==> src/rtl/rxw_pkg.sv <==
package rxw_pkg;

  localparam int RXW_PER_W = 8;
  localparam int RXW_SU_W  = 4;

  typedef enum logic [2:0] {
    ST_SLEEP   = 3'd0,
    ST_STARTUP = 3'd1,
    ST_LISTEN  = 3'd2,
    ST_RECEIVE = 3'd3,
    ST_DRAIN   = 3'd4
  } rxw_state_t;

  // Odd window length: twice the upper seven bits plus one.
  function automatic logic [RXW_PER_W-1:0] window_units(input logic [RXW_PER_W-1:0] field);
    return {field[RXW_PER_W-1:1], 1'b1};
  endfunction

  // Continuous listening when the timer is off or the window cannot fit.
  function automatic logic listen_forever(input logic [RXW_PER_W-1:0] period,
                                          input logic [RXW_PER_W-1:0] win);
    return (period == '0) || (win > period);
  endfunction

  // Duty cycling is allowed only with timer on and continuous receive off.
  function automatic logic duty_allowed(input logic tmr_en, input logic cont_en);
    return tmr_en && !cont_en;
  endfunction

endpackage

==> src/rtl/rxw_prescaler.sv <==
module rxw_prescaler #(
  parameter int TICK_DIV = 4
) (
  input  logic clk,
  input  logic rst_n,
  input  logic run,
  output logic tick
);
  localparam int CW = (TICK_DIV > 1) ? $clog2(TICK_DIV) : 1;
  localparam logic [CW-1:0] LAST = CW'(TICK_DIV - 1);

  generate
    if (TICK_DIV == 1) begin : g_direct
      assign tick = run;
    end else begin : g_count
      logic [CW-1:0] div_q;
      always_ff @(posedge clk or negedge rst_n) begin
        if (!rst_n)           div_q <= '0;
        else if (!run)        div_q <= '0;
        else if (div_q == LAST) div_q <= '0;
        else                  div_q <= div_q + 1'b1;
      end
      assign tick = run && (div_q == LAST);
    end
  endgenerate
endmodule

==> src/rtl/rxw_phase_timer.sv <==
module rxw_phase_timer #(
  parameter int PER_W = 8
) (
  input  logic             clk,
  input  logic             rst_n,
  input  logic             run,
  input  logic             tick,
  input  logic [PER_W-1:0] period,
  output logic             wake
);
  logic [PER_W-1:0] phase_q;
  logic             at_end;

  assign at_end = (phase_q == period - 1'b1);
  assign wake   = tick && (period != '0) && at_end;

  always_ff @(posedge clk or negedge rst_n) begin
    if (!rst_n)               phase_q <= '0;
    else if (!run)            phase_q <= '0;
    else if (tick) begin
      if (at_end || period == '0) phase_q <= '0;
      else                        phase_q <= phase_q + 1'b1;
    end
  end
endmodule

==> src/rtl/rxw_unit_counter.sv <==
module rxw_unit_counter #(
  parameter int CNT_W = 8
) (
  input  logic             clk,
  input  logic             rst_n,
  input  logic             load,
  input  logic [CNT_W-1:0] load_val,
  input  logic             tick,
  output logic             last
);
  logic [CNT_W-1:0] cnt_q;

  always_ff @(posedge clk or negedge rst_n) begin
    if (!rst_n)                     cnt_q <= '0;
    else if (load)                  cnt_q <= load_val;
    else if (tick && cnt_q != '0)   cnt_q <= cnt_q - 1'b1;
  end

  assign last = tick && (cnt_q == CNT_W'(1));
endmodule

==> src/rtl/rxw_fsm.sv <==
module rxw_fsm
  import rxw_pkg::*;
#(
  parameter int PER_W = 8,
  parameter int SU_W  = 4
) (
  input  logic             clk,
  input  logic             rst_n,
  input  logic             run,
  input  logic             wake,
  input  logic             forever_mode,
  input  logic [SU_W-1:0]  warmup,
  input  logic [PER_W-1:0] win,
  input  logic             cnt_last,
  input  logic             sig_good,
  input  logic             data_valid,
  input  logic             fifo_empty,
  input  logic             host_ack,
  output logic             load,
  output logic [PER_W-1:0] load_val,
  output rxw_state_t       state,
  output logic             irq
);
  rxw_state_t state_q, state_d;
  logic       seen_q, seen_d, irq_q, irq_d;
  logic       drain_done;

  assign drain_done = host_ack && fifo_empty;

  always_comb begin
    state_d  = state_q;
    seen_d   = seen_q;
    irq_d    = irq_q;
    load     = 1'b0;
    load_val = win;
    unique case (state_q)
      ST_SLEEP: begin
        if (run && (wake || forever_mode)) begin
          load = 1'b1;
          if (warmup != '0) begin
            state_d  = ST_STARTUP;
            load_val = PER_W'(warmup);
          end else begin
            state_d = ST_LISTEN;
          end
        end
      end
      ST_STARTUP: begin
        if (!run)          state_d = ST_SLEEP;
        else if (cnt_last) begin
          state_d = ST_LISTEN;
          load    = 1'b1;
        end
      end
      ST_LISTEN: begin
        if (!run) state_d = ST_SLEEP;
        else if (data_valid) begin
          state_d = ST_RECEIVE;
          seen_d  = 1'b1;
          irq_d   = 1'b1;
        end else if (sig_good) begin
          state_d = ST_RECEIVE;
        end else if (cnt_last) begin
          if (forever_mode) load = 1'b1;
          else              state_d = ST_SLEEP;
        end
      end
      ST_RECEIVE: begin
        if (data_valid) begin
          seen_d = 1'b1;
          irq_d  = 1'b1;
        end
        if (!sig_good) begin
          if (seen_q || data_valid) state_d = ST_DRAIN;
          else                      state_d = ST_SLEEP;
        end
      end
      ST_DRAIN: begin
        if (drain_done) begin
          state_d = ST_SLEEP;
          seen_d  = 1'b0;
          irq_d   = 1'b0;
        end
      end
      default: state_d = ST_SLEEP;
    endcase
  end

  always_ff @(posedge clk or negedge rst_n) begin
    if (!rst_n) begin
      state_q <= ST_SLEEP;
      seen_q  <= 1'b0;
      irq_q   <= 1'b0;
    end else begin
      state_q <= state_d;
      seen_q  <= seen_d;
      irq_q   <= irq_d;
    end
  end

  assign state = state_q;
  assign irq   = irq_q;
endmodule

==> src/rtl/rxw_sequencer.sv <==
module rxw_sequencer
  import rxw_pkg::*;
#(
  parameter int TICK_DIV = 4,
  parameter int PER_W    = RXW_PER_W,
  parameter int SU_W     = RXW_SU_W
) (
  input  logic             clk,
  input  logic             rst_n,
  input  logic [PER_W-1:0] wake_period,
  input  logic [PER_W-1:0] listen_field,
  input  logic [SU_W-1:0]  warmup_units,
  input  logic             cont_rx_en,
  input  logic             wake_tmr_en,
  input  logic             sig_good,
  input  logic             data_valid,
  input  logic             fifo_empty,
  input  logic             host_ack,
  output logic             rx_power_en,
  output logic             host_irq
);
  logic             run_ok;
  logic             unit_tick;
  logic             wake_evt;
  logic             forever_mode;
  logic [PER_W-1:0] win_units;
  logic             cnt_load;
  logic [PER_W-1:0] cnt_val;
  logic             cnt_last;
  rxw_state_t       state_q;
  logic             listening;

  assign run_ok       = duty_allowed(wake_tmr_en, cont_rx_en);
  assign win_units    = window_units(listen_field);
  assign forever_mode = listen_forever(wake_period, win_units);

  rxw_prescaler #(.TICK_DIV(TICK_DIV)) u_presc (
    .clk(clk), .rst_n(rst_n), .run(run_ok), .tick(unit_tick)
  );

  rxw_phase_timer #(.PER_W(PER_W)) u_phase (
    .clk(clk), .rst_n(rst_n), .run(run_ok), .tick(unit_tick),
    .period(wake_period), .wake(wake_evt)
  );

  rxw_unit_counter #(.CNT_W(PER_W)) u_units (
    .clk(clk), .rst_n(rst_n), .load(cnt_load), .load_val(cnt_val),
    .tick(unit_tick), .last(cnt_last)
  );

  rxw_fsm #(.PER_W(PER_W), .SU_W(SU_W)) u_fsm (
    .clk(clk), .rst_n(rst_n), .run(run_ok), .wake(wake_evt),
    .forever_mode(forever_mode), .warmup(warmup_units), .win(win_units),
    .cnt_last(cnt_last), .sig_good(sig_good), .data_valid(data_valid),
    .fifo_empty(fifo_empty), .host_ack(host_ack),
    .load(cnt_load), .load_val(cnt_val), .state(state_q), .irq(host_irq)
  );

  assign rx_power_en = (state_q != ST_SLEEP);
  assign listening   = (state_q == ST_LISTEN) || (state_q == ST_RECEIVE);
endmodule

==> config.mk <==
export PLATFORM = sky130hd
export DESIGN_NAME = rxw_sequencer
export DESIGN_NICKNAME = d
export VERILOG_FILES = /design/src/rtl/rxw_pkg.sv /design/src/rtl/rxw_prescaler.sv /design/src/rtl/rxw_phase_timer.sv /design/src/rtl/rxw_unit_counter.sv /design/src/rtl/rxw_fsm.sv /design/src/rtl/rxw_sequencer.sv
export SDC_FILE = /design/constraint.sdc
export NUM_CORES = 1
export LEC_CHECK = 0
export BUFFER_PORTS_ARGS = -buffer_cell sky130_fd_sc_hd__buf_2
export CORE_ASPECT_RATIO = 1.5
export CORE_MARGIN = 1
export CORE_UTILIZATION = 45
export CTS_CLUSTER_SIZE = 14
export DETAILED_ROUTE_END_ITERATION = 6
export PLACE_DENSITY = 0.63
export SLEW_MARGIN = 40
export SYNTH_ARGS = -nofsm -noshare
export SYNTH_HDL_FRONTEND = slang
export SYNTH_HIERARCHICAL = 1
export SYNTH_SLANG_ARGS = --single-unit
==> constraint.sdc <==
create_clock -name clk -period 4.1 [get_ports clk]
set_input_delay 0 -clock clk [delete_from_list [all_inputs] [get_ports clk]]
set_output_delay 0 -clock clk [all_outputs]
set_load 0.005 [all_outputs]
==> out/results.tsv <==
stage	metric	value	unit
setup_path	critical path type	reg -> reg	
timing	Final Hold Viols	0	
drt	DRC Markers	0	
synthesis	register bit total from synthesis	23	
timing	Fmax achieved	0.3119	GHz
floorplanning	core area	4542	sq um
grt	number of global-route vias before repair	1981	
placed_design	PortBufs	28	
timing	setup TNS	0	ns
floorplanning	Die X	58.34	um
clocking	CTS Buffer Depth	2	
synthesis	FFs w/ async S/R, synth	100.0	%
floorplanning	height of the die	86.50	um
clocking	clk slew on worst S/H paths	0.09	ns
synthesis	Post-Syn Nets	287	
timing	Slew Viols, Final	0	
timing	minimum clock period	3.207	ns
synthesis	register area share after synthesis	26.87	%
clocking	CTS Sinks	23	
final_layout	fill count	443	
synthesis	Cells after Synth	245	
final_layout	final cell count without fillers	336	
placed_design	gp weighted congestion	0.8879	
clocking	Post-CTS Setup Repair Bufs	0	
drt	first-pass iteration count of the detailed router	4	
synthesis	Main synth FF type	dfrtp_1	
grt	grt total ovfl	0	
job	MaxCap Viol Count	0	
pwr	total power	808.8	uW
drt	post-DR wirelength/cell	15.26	um
setup_path	Crit path required time	4.24	ns
timing	skew final	0.002197	ns
timing	period utilisation layout	78.21	%
clocking	Worst-Skew Late Latency	0.27	ns
synthesis	YS warnings	6	
placed_design	Cell Count Post-Placement	330	
drt	via count	1957	
setup_path	CP arrival	3.35	ns
outcome	status	complete, no violations	
final_layout	most frequent cells in the layout	buf_2 (28), dfrtp_1 (23), nor2_1 (18), nand2_1 (18), inv_1 (17)	
grt	initial antenna violation count	0	
timing	RSZ-0062 raised after global routing	no	
final_layout	layout cells sized above 1	21.69	%
pwr	PD cells	339.1	nW/um^2
pwr	IR drop worst, VDD	0.1483	mV
placed_design	DP Wirelength	3811	um
drt	final wirelength	5129	um
grt	largest net degree at the start of global routing	24	
floorplanning	# rows	30	
synthesis	Post-synth EDFFs	0	
clocking	CTS tree	yes	
drt	DR iter-0 viols	69	
clocking	htree depth	1	
grt	first-pass GRT wire length	8845	um
clocking	TritonCTS Buffers	3	
final_layout	Nets	315	
timing	Slew headroom	59.09	%
final_layout	fin util	52.51	%
grt	All-Layer GR Usage	22.42	%
floorplanning	IO Count	30	
worst_hold_path	Hold Path Class	in -> reg	
final_layout	most common cell after layout, fill and taps aside	buf_2	
pwr	Leakage	1.063	nW
setup_path	Worst Setup End Kind	flop	
floorplanning	DIE AREA	5046	sq um
setup_path	critical path startpoint category	flop	
clocking	CTS root buffer	clkbuf_8	
setup_path	crit-path max FO	14	
final_layout	ANT cells	0	
final_layout	area grow syn2layout	11.33	%
drt	vias per cell	5.824	
timing	worst-margin pin slew	0.6085	ns
timing	Final setup viols	0	
synthesis	Synth Area per Inst	8.743	sq um
synthesis	mapped cell area	2142	sq um
synthesis	Cell variety after synth	68	
drt	Final ANT Viol Nets	0	
floorplanning	Initial Util	47.16	%
## per-stage QoR
stage | hold slack [ns] | cell area [sq um] | setup slack (ns)
finish | 0.02722 | 2385 | 0.8934
global route | 0.06851 | 2385 | 0.5649
CTS | 0.02447 | 2385 | 0.8955
detailed placement | 0.02291 | 2318 | 0.7238
global placement | 0.02256 | 2318 | 0.7545
floorplan | -0.2956 | 2142 | 1.038
## flip-flops by register name, summed over array words and instances (netlist names)
signal	count
u_fsm/irq	1
u_units/cnt_q	8
u_presc/g_count.div_q	2
u_phase/phase_q	8
u_fsm/seen_q	1
u_fsm/state	3
## power by group
group	switching [mW]	total [mW]	internal, mW
Clock	0.0774	0.145	0.0680
Sequential	0.0831	0.363	0.280
Combinational	0.159	0.300	0.141
## synth_stat cells (5+ instances only)
| cell type | number | share of area, % |
|---|---|---|
| dfrtp_1 | 23 | 27 |
| nand2_1 | 18 | 3.2 |
| nor2_1 | 18 | 3.2 |
| inv_1 | 17 | 3.0 |
| ha_1 | 14 | 8.2 |
| xor2_1 | 8 | 3.3 |
| and2_1 | 7 | 2.0 |
| o21ai_0 | 6 | 1.4 |
| nand2b_1 | 5 | 1.5 |
| nand3_1 | 5 | 1.2 |
| nor3_1 | 5 | 1.2 |
| o211ai_1 | 5 | 1.8 |
| o31ai_1 | 5 | 1.8 |
## layer usage
| layer | routed length (um) | GRT usage, % | part of all wire, % | vias to the layer above |
|---|---|---|---|---|
| met3 | 128 | 2.687 | 2.5 | 14 |
| met4 | 135 | 10.17 | 2.6 | 0 |
| met2 | 2718 | 41.07 | 53 | 38 |
| li1 | - | - | - | 980 |
| met5 | 0 | 0 | 0 | - |
| met1 | 2146 | 25.30 | 42 | 925 |
## logic make-up (layout without fill, tap and decap cells)
kind of cell	count (synthesis)	in the layout	synth area share, %
fa+ha+maj	14	14	8.178
other cells	1	1	0.1751
xor+xnor	10	10	4.089
simple gates	98	98	26.98
mux	1	1	0.5257
flops	23	23	26.87
compound gates	71	71	27.28
buf+inv	27	54	5.899
## worst paths after layout
path | slack [ns] | start | cells past startpoint | endpoint
max | 0.89 | u_phase/phase_q[6] | 12 | u_units/cnt_q[0]
max reg2reg | 0.89 | u_phase/phase_q[6] | 12 | u_units/cnt_q[0]
min | 0.03 | fifo_empty | 4 | u_fsm/state[2]
min reg2reg | 0.46 | u_presc/g_count.div_q[0] | 1 | u_presc/g_count.div_q[0]
min in group asynchronous | 0.24 | rst_n | 2 | u_units/cnt_q[0]
max in group asynchronous | 3.49 | rst_n | 2 | u_phase/phase_q[3]
## final cells by class
type | instances | area (sq um) | share of cell area (%)
multi-input combinational | 195 | 1440 | 60.39
sequential | 23 | 575.6 | 24.13
timing repair buffer | 32 | 175.2 | 7.345
tap | 64 | 80.08 | 3.358
inverter | 18 | 67.56 | 2.833
clock buffer | 3 | 41.29 | 1.731
clock inverter | 1 | 5.005 | 0.2099
## critical path, stage by stage, from the launching register on
cell,delay (ns)
dfrtp_1,0.50
xor2_1,0.21
nor4_2,0.15
a32oi_1,0.13
a211oi_4,0.46
and2_2,0.23
o2111a_1,0.33
a31oi_1,0.07
a211oi_1,0.21
buf_4,0.23
clkinv_1,0.26
o2111ai_1,0.19
o211ai_1,0.12
## what timing repair did
| item | CTS | global route |
|---|---|---|
| hold buffers | 2 | 0 |
| resized for setup | 0 | 0 |
| setup endpoints to repair | 0 | 0 |
| hold endpoints to repair | 24 | 0 |
Power figures use the tool's default switching activity.
